[src/rtl/fcvt_pkg.sv]
package fcvt_pkg;

  localparam int INT_W = 32;
  localparam int FP_W  = 32;
  localparam int EXP_W = 8;
  localparam int MAN_W = 23;
  localparam int BIAS  = 127;
  localparam int OPC_W = 8;
  localparam int SIG_W = MAN_W + 1;
  localparam int LOG_W = $clog2(INT_W);

  localparam logic [OPC_W-1:0] OPC_INT_TO_FP = 8'h04;
  localparam logic [OPC_W-1:0] OPC_FP_TO_INT = 8'h05;

  typedef enum logic [1:0] {
    RM_NEAREST_EVEN = 2'd0,
    RM_TO_ZERO      = 2'd1,
    RM_TO_POS       = 2'd2,
    RM_TO_NEG       = 2'd3
  } rmode_e;

  // Decide whether the kept magnitude is bumped by one unit in the last place.
  function automatic logic round_bump(rmode_e rm, logic neg, logic lsb,
                                      logic grd, logic stk);
    case (rm)
      RM_NEAREST_EVEN: return grd & (stk | lsb);
      RM_TO_ZERO:      return 1'b0;
      RM_TO_POS:       return (grd | stk) & ~neg;
      default:         return (grd | stk) & neg;
    endcase
  endfunction

  // Index of the highest set bit (0 for a zero input).
  function automatic logic [LOG_W-1:0] msb_index(logic [INT_W-1:0] v);
    logic [LOG_W-1:0] idx;
    idx = '0;
    for (int i = 0; i < INT_W; i++) begin
      if (v[i]) idx = LOG_W'(i);
    end
    return idx;
  endfunction

endpackage

[src/rtl/fcvt_int_to_fp.sv]
module fcvt_int_to_fp
  import fcvt_pkg::*;
(
  input  logic             clk,
  input  logic             rst_n,
  input  logic [INT_W-1:0] src,
  input  rmode_e           rm,
  output logic [FP_W-1:0]  res
);

  localparam int GRD_POS = INT_W - 2 - MAN_W;

  logic             neg;
  logic [INT_W-1:0] mag;
  logic [INT_W-1:0] norm;
  logic [LOG_W-1:0] msb;
  logic [MAN_W-1:0] frac;
  logic             grd;
  logic             stk;
  logic             bump;
  logic [MAN_W:0]   frac_rnd;
  logic [EXP_W-1:0] exp_b;
  // named events for the assertions
  logic             inexact;
  logic             mant_carry;

  always_comb begin
    neg      = src[INT_W-1];
    mag      = neg ? (~src + INT_W'(1)) : src;
    msb      = msb_index(mag);
    norm     = mag << (LOG_W'(INT_W - 1) - msb);
    frac     = norm[INT_W-2 -: MAN_W];
    grd      = norm[GRD_POS];
    stk      = |norm[GRD_POS-1:0];
    bump     = round_bump(rm, neg, frac[0], grd, stk);
    frac_rnd = {1'b0, frac} + (MAN_W+1)'(bump);
    exp_b    = EXP_W'(BIAS) + EXP_W'(msb) + EXP_W'(frac_rnd[MAN_W]);
    res      = (mag == '0) ? '0 : {neg, exp_b, frac_rnd[MAN_W-1:0]};
    inexact    = grd | stk;
    mant_carry = frac_rnd[MAN_W];
  end

  AST_I2F_SHORT_EXACT: assert property (@(posedge clk) disable iff (!rst_n)
    (mag[INT_W-1:SIG_W] == '0) |-> !inexact);

  AST_I2F_TRUNC_NO_CARRY: assert property (@(posedge clk) disable iff (!rst_n)
    (rm == RM_TO_ZERO) |-> !mant_carry);

endmodule

[src/rtl/fcvt_fp_to_int.sv]
module fcvt_fp_to_int
  import fcvt_pkg::*;
(
  input  logic             clk,
  input  logic             rst_n,
  input  logic [FP_W-1:0]  src,
  input  rmode_e           rm,
  output logic [INT_W-1:0] res
);

  localparam int E_SAT  = BIAS + INT_W - 1;
  localparam int E_INT  = BIAS + MAN_W;
  localparam int E_HALF = BIAS - 1;
  localparam int FX_W   = 2 * SIG_W + 1;

  logic             neg;
  logic [EXP_W-1:0] ex;
  logic [MAN_W-1:0] fr;
  logic [SIG_W-1:0] sig;
  logic [EXP_W-1:0] sh;
  logic [FX_W-1:0]  fixed;
  logic [INT_W-1:0] whole;
  logic             grd;
  logic             stk;
  logic             bump;
  logic [INT_W-1:0] mag_r;
  // named events for the assertions
  logic             is_nan;
  logic             out_of_range;
  logic             tiny;

  always_comb begin
    neg          = src[FP_W-1];
    ex           = src[FP_W-2 -: EXP_W];
    fr           = src[MAN_W-1:0];
    sig          = {ex != '0, fr};
    is_nan       = (ex == '1) && (fr != '0);
    out_of_range = ex >= EXP_W'(E_SAT);
    tiny         = ex < EXP_W'(E_HALF);
    whole        = '0;
    grd          = 1'b0;
    stk          = 1'b0;
    fixed        = '0;
    sh           = '0;
    if (ex >= EXP_W'(E_INT)) begin
      whole = INT_W'(sig) << (ex - EXP_W'(E_INT));
    end else if (!tiny) begin
      sh    = EXP_W'(E_INT) - ex;
      fixed = {sig, {(SIG_W+1){1'b0}}} >> sh;
      whole = INT_W'(fixed[FX_W-1 -: SIG_W]);
      grd   = fixed[SIG_W];
      stk   = |fixed[SIG_W-1:0];
    end else begin
      stk = |sig;
    end
    bump  = round_bump(rm, neg, whole[0], grd, stk);
    mag_r = whole + INT_W'(bump);
    if (is_nan) begin
      res = {1'b0, {(INT_W-1){1'b1}}};
    end else if (out_of_range) begin
      res = neg ? {1'b1, {(INT_W-1){1'b0}}} : {1'b0, {(INT_W-1){1'b1}}};
    end else begin
      res = neg ? (~mag_r + INT_W'(1)) : mag_r;
    end
  end

  AST_F2I_SIGN_MATCH: assert property (@(posedge clk) disable iff (!rst_n)
    (!is_nan && !out_of_range && res != '0) |-> (res[INT_W-1] == neg));

  AST_F2I_TINY_AT_MOST_ONE: assert property (@(posedge clk) disable iff (!rst_n)
    tiny |-> (mag_r <= INT_W'(1)));

endmodule

[src/rtl/fcvt_unit.sv]
module fcvt_unit
  import fcvt_pkg::*;
(
  input  logic             clk,
  input  logic             rst_n,
  input  logic             start,
  input  logic [OPC_W-1:0] op,
  input  logic [1:0]       rmode,
  input  logic [INT_W-1:0] operand,
  output logic [INT_W-1:0] result,
  output logic             valid
);

  rmode_e           rm;
  logic [FP_W-1:0]  i2f_res;
  logic [INT_W-1:0] f2i_res;
  logic             is_i2f;
  logic             is_f2i;
  logic             accept;

  assign rm     = rmode_e'(rmode);
  assign is_i2f = (op == OPC_INT_TO_FP);
  assign is_f2i = (op == OPC_FP_TO_INT);
  assign accept = start && (is_i2f || is_f2i);

  fcvt_int_to_fp u_i2f (
    .clk   (clk),
    .rst_n (rst_n),
    .src   (operand),
    .rm    (rm),
    .res   (i2f_res)
  );

  fcvt_fp_to_int u_f2i (
    .clk   (clk),
    .rst_n (rst_n),
    .src   (operand),
    .rm    (rm),
    .res   (f2i_res)
  );

  always_ff @(posedge clk) begin
    if (!rst_n) begin
      valid  <= 1'b0;
      result <= '0;
    end else begin
      valid <= accept;
      if (accept) result <= is_i2f ? i2f_res : f2i_res;
    end
  end

  AST_VALID_AFTER_START: assert property (@(posedge clk) disable iff (!rst_n)
    (start && (op == 8'h04 || op == 8'h05)) |=> valid);

  AST_IDLE_HOLDS: assert property (@(posedge clk) disable iff (!rst_n)
    !start |=> (!valid && $stable(result)));

  AST_BAD_OPCODE_IGNORED: assert property (@(posedge clk) disable iff (!rst_n)
    (start && op != 8'h04 && op != 8'h05) |=> (!valid && $stable(result)));

  AST_ZERO_TO_PLUS_ZERO: assert property (@(posedge clk) disable iff (!rst_n)
    (start && op == 8'h04 && operand == 32'h0) |=> (result == 32'h0));

  AST_INT_MIN_EXACT: assert property (@(posedge clk) disable iff (!rst_n)
    (start && op == 8'h04 && operand == 32'h8000_0000) |=> (result == 32'hCF00_0000));

  AST_NAN_CLAMP: assert property (@(posedge clk) disable iff (!rst_n)
    (start && op == 8'h05 && operand[30:23] == 8'hFF && operand[22:0] != '0)
      |=> (result == 32'h7FFF_FFFF));

  AST_POS_SATURATE: assert property (@(posedge clk) disable iff (!rst_n)
    (start && op == 8'h05 && !operand[31] && operand[30:23] >= 8'd158)
      |=> (result == 32'h7FFF_FFFF));

endmodule

[config.mk]
export PLATFORM = sky130hd
export DESIGN_NAME = fcvt_unit
export DESIGN_NICKNAME = d
export VERILOG_FILES = /design/src/rtl/fcvt_pkg.sv /design/src/rtl/fcvt_int_to_fp.sv /design/src/rtl/fcvt_fp_to_int.sv /design/src/rtl/fcvt_unit.sv
export SDC_FILE = /design/constraint.sdc
export NUM_CORES = 1
export LEC_CHECK = 0
export BUFFER_PORTS_ARGS = -buffer_cell sky130_fd_sc_hd__buf_2
export CORE_MARGIN = 5
export CORE_UTILIZATION = 45
export DETAILED_ROUTE_END_ITERATION = 6
export SLEW_MARGIN = 40
export SYNTH_ARGS = -nofsm -noshare
export SYNTH_HDL_FRONTEND = slang
export SYNTH_SLANG_ARGS = --single-unit
export TNS_END_PERCENT = 1
[constraint.sdc]
create_clock -name clk -period 20.5 [get_ports clk]
set_input_delay 4.1 -clock clk [delete_from_list [all_inputs] [get_ports clk]]
set_output_delay 4.1 -clock clk [all_outputs]
set_load 0.05 [all_outputs]
==> results of run 1 <==
## state kept, by name, summed over array words and instances (netlist names)
| signal | count |
|---|---|
| result | 32 |
| valid | 1 |
## layer usage
layer	routed length, µm	global-route usage [%]
met4	1200	6.27
met5	7	0
met1	22200	45.1
met3	5660	6.30
met2	22300	47.5
## where the power goes
part / switching (µW) / internal [µW] / leakage (µW) / total [µW]
registers: 0.127 / 64.4 / 0.000266 / 64.6
logic: 258 / 136 / 0.00441 / 394
clock network: 26.9 / 60.7 / 0.0000841 / 87.6
total: 285 / 261 / 0.00476 / 546
## synthesized netlist by cell type, types with 28 or more instances
| cell type | n | area (µm²) |
|---|---|---|
| xnor2_1 | 77 | 674 |
| nor3_1 | 63 | 315 |
| nand3_1 | 58 | 290 |
| nand2_1 | 163 | 612 |
| a21oi_1 | 103 | 515 |
| mux4_2 | 38 | 856 |
| nor2_1 | 142 | 533 |
| mux2i_1 | 96 | 961 |
| nor4_1 | 36 | 225 |
| nand4_1 | 29 | 181 |
| xor2_1 | 48 | 420 |
| o211ai_1 | 28 | 210 |
| o21ai_0 | 112 | 561 |
| buf_2 | 35 | 175 |
| a211oi_1 | 41 | 308 |
| clkbuf_1 | 85 | 319 |
| dfxtp_1 | 33 | 661 |
## worst paths after layout
| kind | from | endpoint |
|---|---|---|
| max reg2reg | result[16] | result[16] |
| min | result[1] | result[1] |
| max | operand[23] | result[23] |
| min reg2reg | result[1] | result[1] |
## metrics by stage
stage	util, %	instance area, µm²
finish	47.8	13000
detailed placement	47.1	12800
global route	47.8	13000
CTS	47.8	12900
global placement	47.0	12700
floorplan	-	12400
## cell type report
class                   count  share of cell area [%]
multi-input cells        1529                    84.6
flip-flops and latches     33                    5.10
repair buffers            104                    4.58
well taps                 372                    3.59
clock buffers               7                    1.10
inverters                  29                   0.840
clock inverters             1                   0.232
## cell families after synthesis
kind of cell | synth area share, %
mux | 17.3
simple gates | 27.3
xor+xnor | 8.94
buf+inv | 7.10
fa+ha+maj | 1.31
compound gates | 32.8
flops | 5.31
==> flow_summary.ini, run 1 <==
[drt]
dr.pass1.iters = 6
vias = 14854
avgViaCountPerCell = 7.16
first_iter_violations = 2200
drt-total-wl_um = 51300
drc = 0
drtAntennaViolNets = 0
routedWlPerCell_um = 24.7

[clocking]
clk_latency_ps = 280
ctsHtreeMaxLevel = 2
cts_made_buffers = 5
clock_path_buffers = 2
cts_root_buf = clkbuf_16
clkSinkCount = 33
cts_resized = 0
path_clk_slew_ps = 50
hold_buffers = 0
cts_tree = built
postCtsSetupBuffers = 0

[worst_setup_path]
crit_top_cell = ha_1
r2r_cells = 4
cp_slowest_stage_delay_ps = 690
critPathSlowestCell = mux4_2
r2r_slack_ps = 19680
crit_path_end_kind = register
startpoint_type = primary input
cp_top_family = compound AO/OA/AOI/OAI gates
critical_path_required_ps = 20660
worst-setup-path-type = primary input to register
path_depth = 32
crit_buf_inv = 4
worstPathArrival_ps = 12610
critPathMaxFanout = 32

[place]
place_inst = 2067
dp_hpwl_um = 39300
pre_cts_slack_ps = 7680
io_buffers = 77
gp_congestion = 1.00

[hold_path]
hold_depth = 1
hold_class = register to register

[layout]
layout_commonest_cell = nand2_1
multi_input_area_um2 = 11000
final_cell_mix = 163 x nand2_1, 141 x nor2_1, 110 x o21ai_0, 103 x a21oi_1, 96 x mux2i_1
final_cells = 2075
final-seq-area_um2 = 661
nNetsFinal = 1760
area_delta_synth_final_pct = 4.30
antenna_cells = 0
num-fill-cells = 2823
drive_gt1_share_pct = 14.3

[timing]
rsz0062_at_grt = no
worst_pin_slew_ps = 909
fin_setup_tns_ps = 0
hold_viol = 0
timing.final.ws_setup_ps = 8050
timing.final.max_slew_violations = 0
min_period_ps = 12450
fin_crit_sh_pct = 60.7
slew_headroom_pct = 39.3
skew_ps = 0
hold-worst-slack_ps = 499
max_clock_freq_mhz = 80.3
setup_viol = 0

[floorplanning]
dieArea_um2 = 31100
rows = 60
pin_count = 78
die_w_um = 176
die_h_um = 176
initial_core_util_pct = 45.9
coreArea_um2 = 27100

[status]
status = finished clean

[yosys]
synth_cell_types = 114
synthArstFlopShare_pct = 0
ys_seq_elements = 33
avgSynthCellArea_um2 = 7.10
yosysWarnings = 0
synth.cell_area_um2 = 12400
ys_seq_area_share_pct = 5.31
synth_nets = 1810
synth_cells = 1752
synth_edf_count = 0
synthFlopType = dfxtp_1

[grt]
grt_pass1_wl_um = 77800
grt_pass1_vias = 13038
track_usage_pct = 31.0
grt_max_degree = 62
antenna_found_initial = 1
grt.overflow.total = 0

[power_and_ir_drop]
ir_drop_mv = 0.0397
total_power_uw = 546
p_per_area_nw_per_um2 = 42.1
p_leak_uw = 0.00476

[job]
max-cap-violations = 0
(Power assumes the default switching activity.)
==> inputs of run 2 (changes only) <==
==> constraint.sdc (replaced) <==
create_clock -name clk -period 11.27 [get_ports clk]
set_input_delay 2.254 -clock clk [delete_from_list [all_inputs] [get_ports clk]]
set_output_delay 2.254 -clock clk [all_outputs]
set_load 0.05 [all_outputs]
==> run 2 against run 1 <==
  * Power is 87% higher
  * Core utilization is 0.24 points higher
  * Largest power group unchanged
  * Die area stayed put
  * Highest routed layer is now met4
  * Clock power is 100% higher
  * Final cell count is 0.24% higher
  * Non-clock buffer count is 4 higher
==> flow_summary.ini, run 2 (synthesized netlist as in run 1, its figures left out) <==
[status]
status = finished clean

[timing]
fin_crit_sh_pct = 92.5
worst_pin_slew_ps = 941
fin_setup_tns_ps = 0
setup_viol = 0
min_period_ps = 10420
max_clock_freq_mhz = 96.0
timing.final.max_slew_violations = 0
rsz0062_at_grt = no
slew_headroom_pct = 37.0
skew_ps = 0
hold_viol = 0

[worst_setup_path]
worst-setup-path-type = primary input to register
critPathSlowestCell = o21ai_2
r2r_slack_ps = 10490
worstPathArrival_ps = 10620
cp_slowest_stage_delay_ps = 680
crit_top_cell = o21ai_0
endpoint = result[27]
reg2reg_from = result[16]
rr_endpoint = result[16]
r2r_cells = 4
startpoint = operand[0]
critical_path_required_ps = 11470
crit_path_end_kind = register
startpoint_type = primary input
critPathMaxFanout = 30

[layout]
largestRegisters = result x32, valid x1
drive_gt1_share_pct = 14.6
layout_commonest_cell = nand2_1
final_util_pct = 48.1
area_delta_synth_final_pct = 4.81
final_cell_mix = 163 x nand2_1, 142 x nor2_1, 111 x o21ai_0, 103 x a21oi_1, 96 x mux2i_1
top_register = result
largest_register_ffs = 32
nNetsFinal = 1764
num-fill-cells = 2768

[grt]
antenna_found_initial = 0
grt.overflow.total = 0
grt_pass1_wl_um = 81700
grt_max_degree = 60
grt_pass1_vias = 13163
track_usage_pct = 32.7

[clocking]
clk_latency_ps = 270
clkSinkCount = 33
clock_path_buffers = 2
cts_tree = built
postCtsSetupBuffers = 0
cts_root_buf = clkbuf_16
cts_made_buffers = 5
path_clk_slew_ps = 50
ctsHtreeMaxLevel = 2
hold_buffers = 0
cts_resized = 0

[drt]
drtAntennaViolNets = 0
drc = 0
vias = 14887
avgViaCountPerCell = 7.16
first_iter_violations = 2188
routedWlPerCell_um = 25.7
drt-total-wl_um = 53500
dr.pass1.iters = 6

[floorplanning]
rows = 60
dieArea_um2 = 31100
die_w_um = 176
initial_core_util_pct = 45.9
die_h_um = 176
pin_count = 78
coreArea_um2 = 27100

[job]
max-cap-violations = 0

[power_and_ir_drop]
ir_drop_mv = 0.0503
p_leak_uw = 0.00478
p_per_area_nw_per_um2 = 78.4

[place]
io_buffers = 77
gp_congestion = 1.08
dp_hpwl_um = 41300

[hold_path]
hold_class = register to register
run 2: changes by cell type in the layout (fill, tap and decap cells not counted), sizes merged:
cell	delta
buf	+4
clkbuf	-2
bufinv	+1
clkinv	+1
diode	+1
run 2: how the worst min path moves through the flow:
stage / from / to / slack [ps] / depth (start not counted)
after floorplan: result[27] / result[27] / 690 / 2
after global routing: result[27] / result[27] / 530 / 2
after detailed placement: result[0] / result[0] / 480 / 1
after global placement: result[1] / result[1] / 480 / 1
after CTS: result[0] / result[0] / 500 / 1
final: result[0] / result[0] / 490 / 1
run 2: power by group:
group,internal (µW),switching (µW)
sequential,117,0.245
combinational,251,477
clock,126,50.1
total,494,527
run 2: critical path, delay by kind of cell:
family | cells | cell delay (ps)
AOI/OAI and AO/OA | 13 | 3310
buffers and inverters | 3 | 1190
and+or+nand+nor | 11 | 2410
xor gates and xnor gates | 1 | 640
adders and majority gates | 3 | 790
run 2: layer usage:
layer | share of wire [%] | global-route usage, % | up-vias
met1 | 44 | 49.9 | 7156
met5 | 0 | 0 | -
li1 | - | - | 6698
met2 | 43 | 49.2 | 946
met3 | 10 | 4.07 | 87
met4 | 2.3 | 6.73 | 0
run 2: layout make-up:
type / instances / area [µm²] / share of cell area (%)
inverters: 29 / 109 / 0.835
diodes: 1 / 2.50 / 0.0192
multi-input cells: 1529 / 11000 / 84.2
flip-flops and latches: 33 / 661 / 5.07
repair buffers: 108 / 632 / 4.85
well taps: 372 / 465 / 3.57
clock buffers: 5 / 125 / 0.960
clock inverters: 3 / 65.1 / 0.499
run 2: stage by stage:
stage | power (µW) | hold slack [ps] | setup WS, ps | cells | cell area (µm²)
finish | 1020 | 489 | 850 | 2080 | 13000
global route | 1070 | 527 | 501 | 2079 | 13000
CTS | 993 | 496 | 957 | 2078 | 13000
detailed placement | 814 | 483 | 685 | 2070 | 12800
global placement | 815 | 476 | 638 | 2070 | 12800
floorplan | 629 | 692 | 1510 | 1752 | 12400
==> inputs of run 3 (changes only) <==
--- a/config.mk
+++ b/config.mk
@@ -6,7 +6,8 @@
 export NUM_CORES = 1
 export LEC_CHECK = 0
 export BUFFER_PORTS_ARGS = -buffer_cell sky130_fd_sc_hd__buf_2
-export CORE_MARGIN = 5
+export CORE_ASPECT_RATIO = 0.9
+export CORE_MARGIN = 8
 export CORE_UTILIZATION = 45
 export DETAILED_ROUTE_END_ITERATION = 6
 export SLEW_MARGIN = 40
==> run 3 against run 2 <==
  * Critical path depth did not move
  * Maximum frequency down 2.3%
  * Setup slack worse by 250 ps
  * Global-route usage fell by 1.7 points
  * Cell area hardly changed
  * Clock skew stayed put
  * Hold slack better by 7.8 ps
  * Clock power about the same
  * Via count is essentially flat
  * Register-to-register slack barely moved
  * Core utilization about the same
  * Final cell count shrank 0.82%
==> flow_summary.ini, run 3 (synthesized netlist as in run 1, its figures left out) <==
[status]
status = finished clean

[layout]
drive_gt1_share_pct = 14.8
final_cell_mix = 163 x nand2_1, 142 x nor2_1, 110 x o21ai_0, 103 x a21oi_1, 96 x mux2i_1
multi_input_area_um2 = 11000
antenna_cells = 0
num-fill-cells = 2802
layout_commonest_cell = nand2_1
final_cells = 2063
final-seq-area_um2 = 661
top_register = result
largestRegisters = result x32, valid x1
largest_register_ffs = 32
nNetsFinal = 1766
area_delta_synth_final_pct = 4.76
final_util_pct = 48.1

[worst_setup_path]
crit_top_cell = o21ai_0
critical_path_required_ps = 11470
crit_path_end_kind = register
r2r_slack_ps = 10480
reg2reg_from = result[16]
critPathSlowestCell = o21ai_2
crit_buf_inv = 3
critPathMaxFanout = 30
worst-setup-path-type = primary input to register
cp_slowest_stage_delay_ps = 690
cp_top_family = compound AO/OA/AOI/OAI gates
startpoint_type = primary input
rr_endpoint = result[16]
r2r_cells = 4
worstPathArrival_ps = 10870

[drt]
drt-total-wl_um = 54200
avgViaCountPerCell = 7.22
first_iter_violations = 2123
routedWlPerCell_um = 26.3
drc = 0
drtAntennaViolNets = 0
dr.pass1.iters = 6
vias = 14896

[clocking]
cts_made_buffers = 5
path_clk_slew_ps = 50
ctsHtreeMaxLevel = 2
postCtsSetupBuffers = 0
cts_root_buf = clkbuf_16
clkSinkCount = 33
hold_buffers = 0
clock_path_buffers = 2
cts_resized = 0
clk_latency_ps = 280
cts_tree = built

[power_and_ir_drop]
clock_power_share_pct = 17.3
p_per_area_nw_per_um2 = 78.8
p_sw_share_pct = 51.8
total_power_uw = 1030
intPower_uw = 494
p_leak_uw = 0.00481
netSwitchingPower_uw = 532
p_seq_share_pct = 11.4
ir_drop_mv = 0.0698
combPwrFrac_pct = 71.3

[floorplanning]
dieArea_um2 = 33200
coreArea_um2 = 27100
die_w_um = 191
rows = 57
pin_count = 78
initial_core_util_pct = 45.9
die_h_um = 174

[timing]
rsz0062_at_grt = no
setup_viol = 0
max_clock_freq_mhz = 93.7
timing.final.max_slew_violations = 0
hold-worst-slack_ps = 497
min_period_ps = 10670
hold_viol = 0
slew_headroom_pct = 37.3
worst_pin_slew_ps = 940
fin_crit_sh_pct = 94.7
skew_ps = 0
fin_setup_tns_ps = 0

[place]
dp_hpwl_um = 42000
place_inst = 2054
io_buffers = 77
gp_congestion = 1.02

[grt]
antenna_found_initial = 0
track_usage_pct = 31.0
grt.overflow.total = 0
grt_pass1_wl_um = 82800
grt_pass1_vias = 13486
grt_max_degree = 61

[hold_path]
hold_class = register to register
min-delay-start = result[0]
min_to = result[0]
hold_depth = 1

[job]
max-cap-violations = 0
==> run 3: cell count changes in the layout (fill, tap and decap cells not counted), sizes merged <==
| cell | delta |
|---|---|
| buf | +2 |
| diode | -1 |
==> run 3: routing by layer <==
metal	track usage, %	wire, µm	vias to the layer above
met5	0	0	-
met4	7.60	1620	0
met3	5.53	6010	120
met2	46.5	23400	926
met1	44.8	23200	7141
li1	-	-	6709
==> run 3: metrics by stage <==
stage          area (µm²)  setup slack, ps
2_1_floorplan       12400             1510
3_3_place_gp        12800              271
3_5_place_dp        12800              411
4_1_cts             13000              612
5_1_grt             13000              181
6_report            13000              600
==> run 3: final cells by class <==
type	count	share of cell area, %
tap	354	3.40
clock inverter	3	0.500
sequential	33	5.07
multi-input combinational	1529	84.3
clock buffer	5	0.961
inverter	29	0.836
timing repair buffer	110	4.94
==> run 3: worst register-to-register path, delay by kind of cell (launching register included) <==
family | cells | cell delay, ps
flops | 1 | 300
compound gates | 3 | 300
simple gates | 1 | 80
==> run 3: power by group through the flow <==
| stage | Combinational, µW | Sequential [µW] | Clock [µW] |
|---|---|---|---|
| floorplan | 507 | 121 | 0 |
| global placement | 700 | 120 | 0 |
| detailed placement | 698 | 120 | 0 |
| CTS | 702 | 117 | 178 |
| global route | 774 | 117 | 183 |
| finish | 731 | 117 | 177 |
==> run 3: worst max path at each step <==
stage | start | end | slack [ps] | cells after the start
3_3_place_gp | operand[0] | result[27] | 270 | 28
4_1_cts | operand[0] | result[27] | 610 | 28
6_report | operand[0] | result[27] | 600 | 31
5_1_grt | operand[0] | result[27] | 180 | 31
2_1_floorplan | operand[23] | result[26] | 1510 | 34
3_5_place_dp | operand[0] | result[27] | 410 | 28
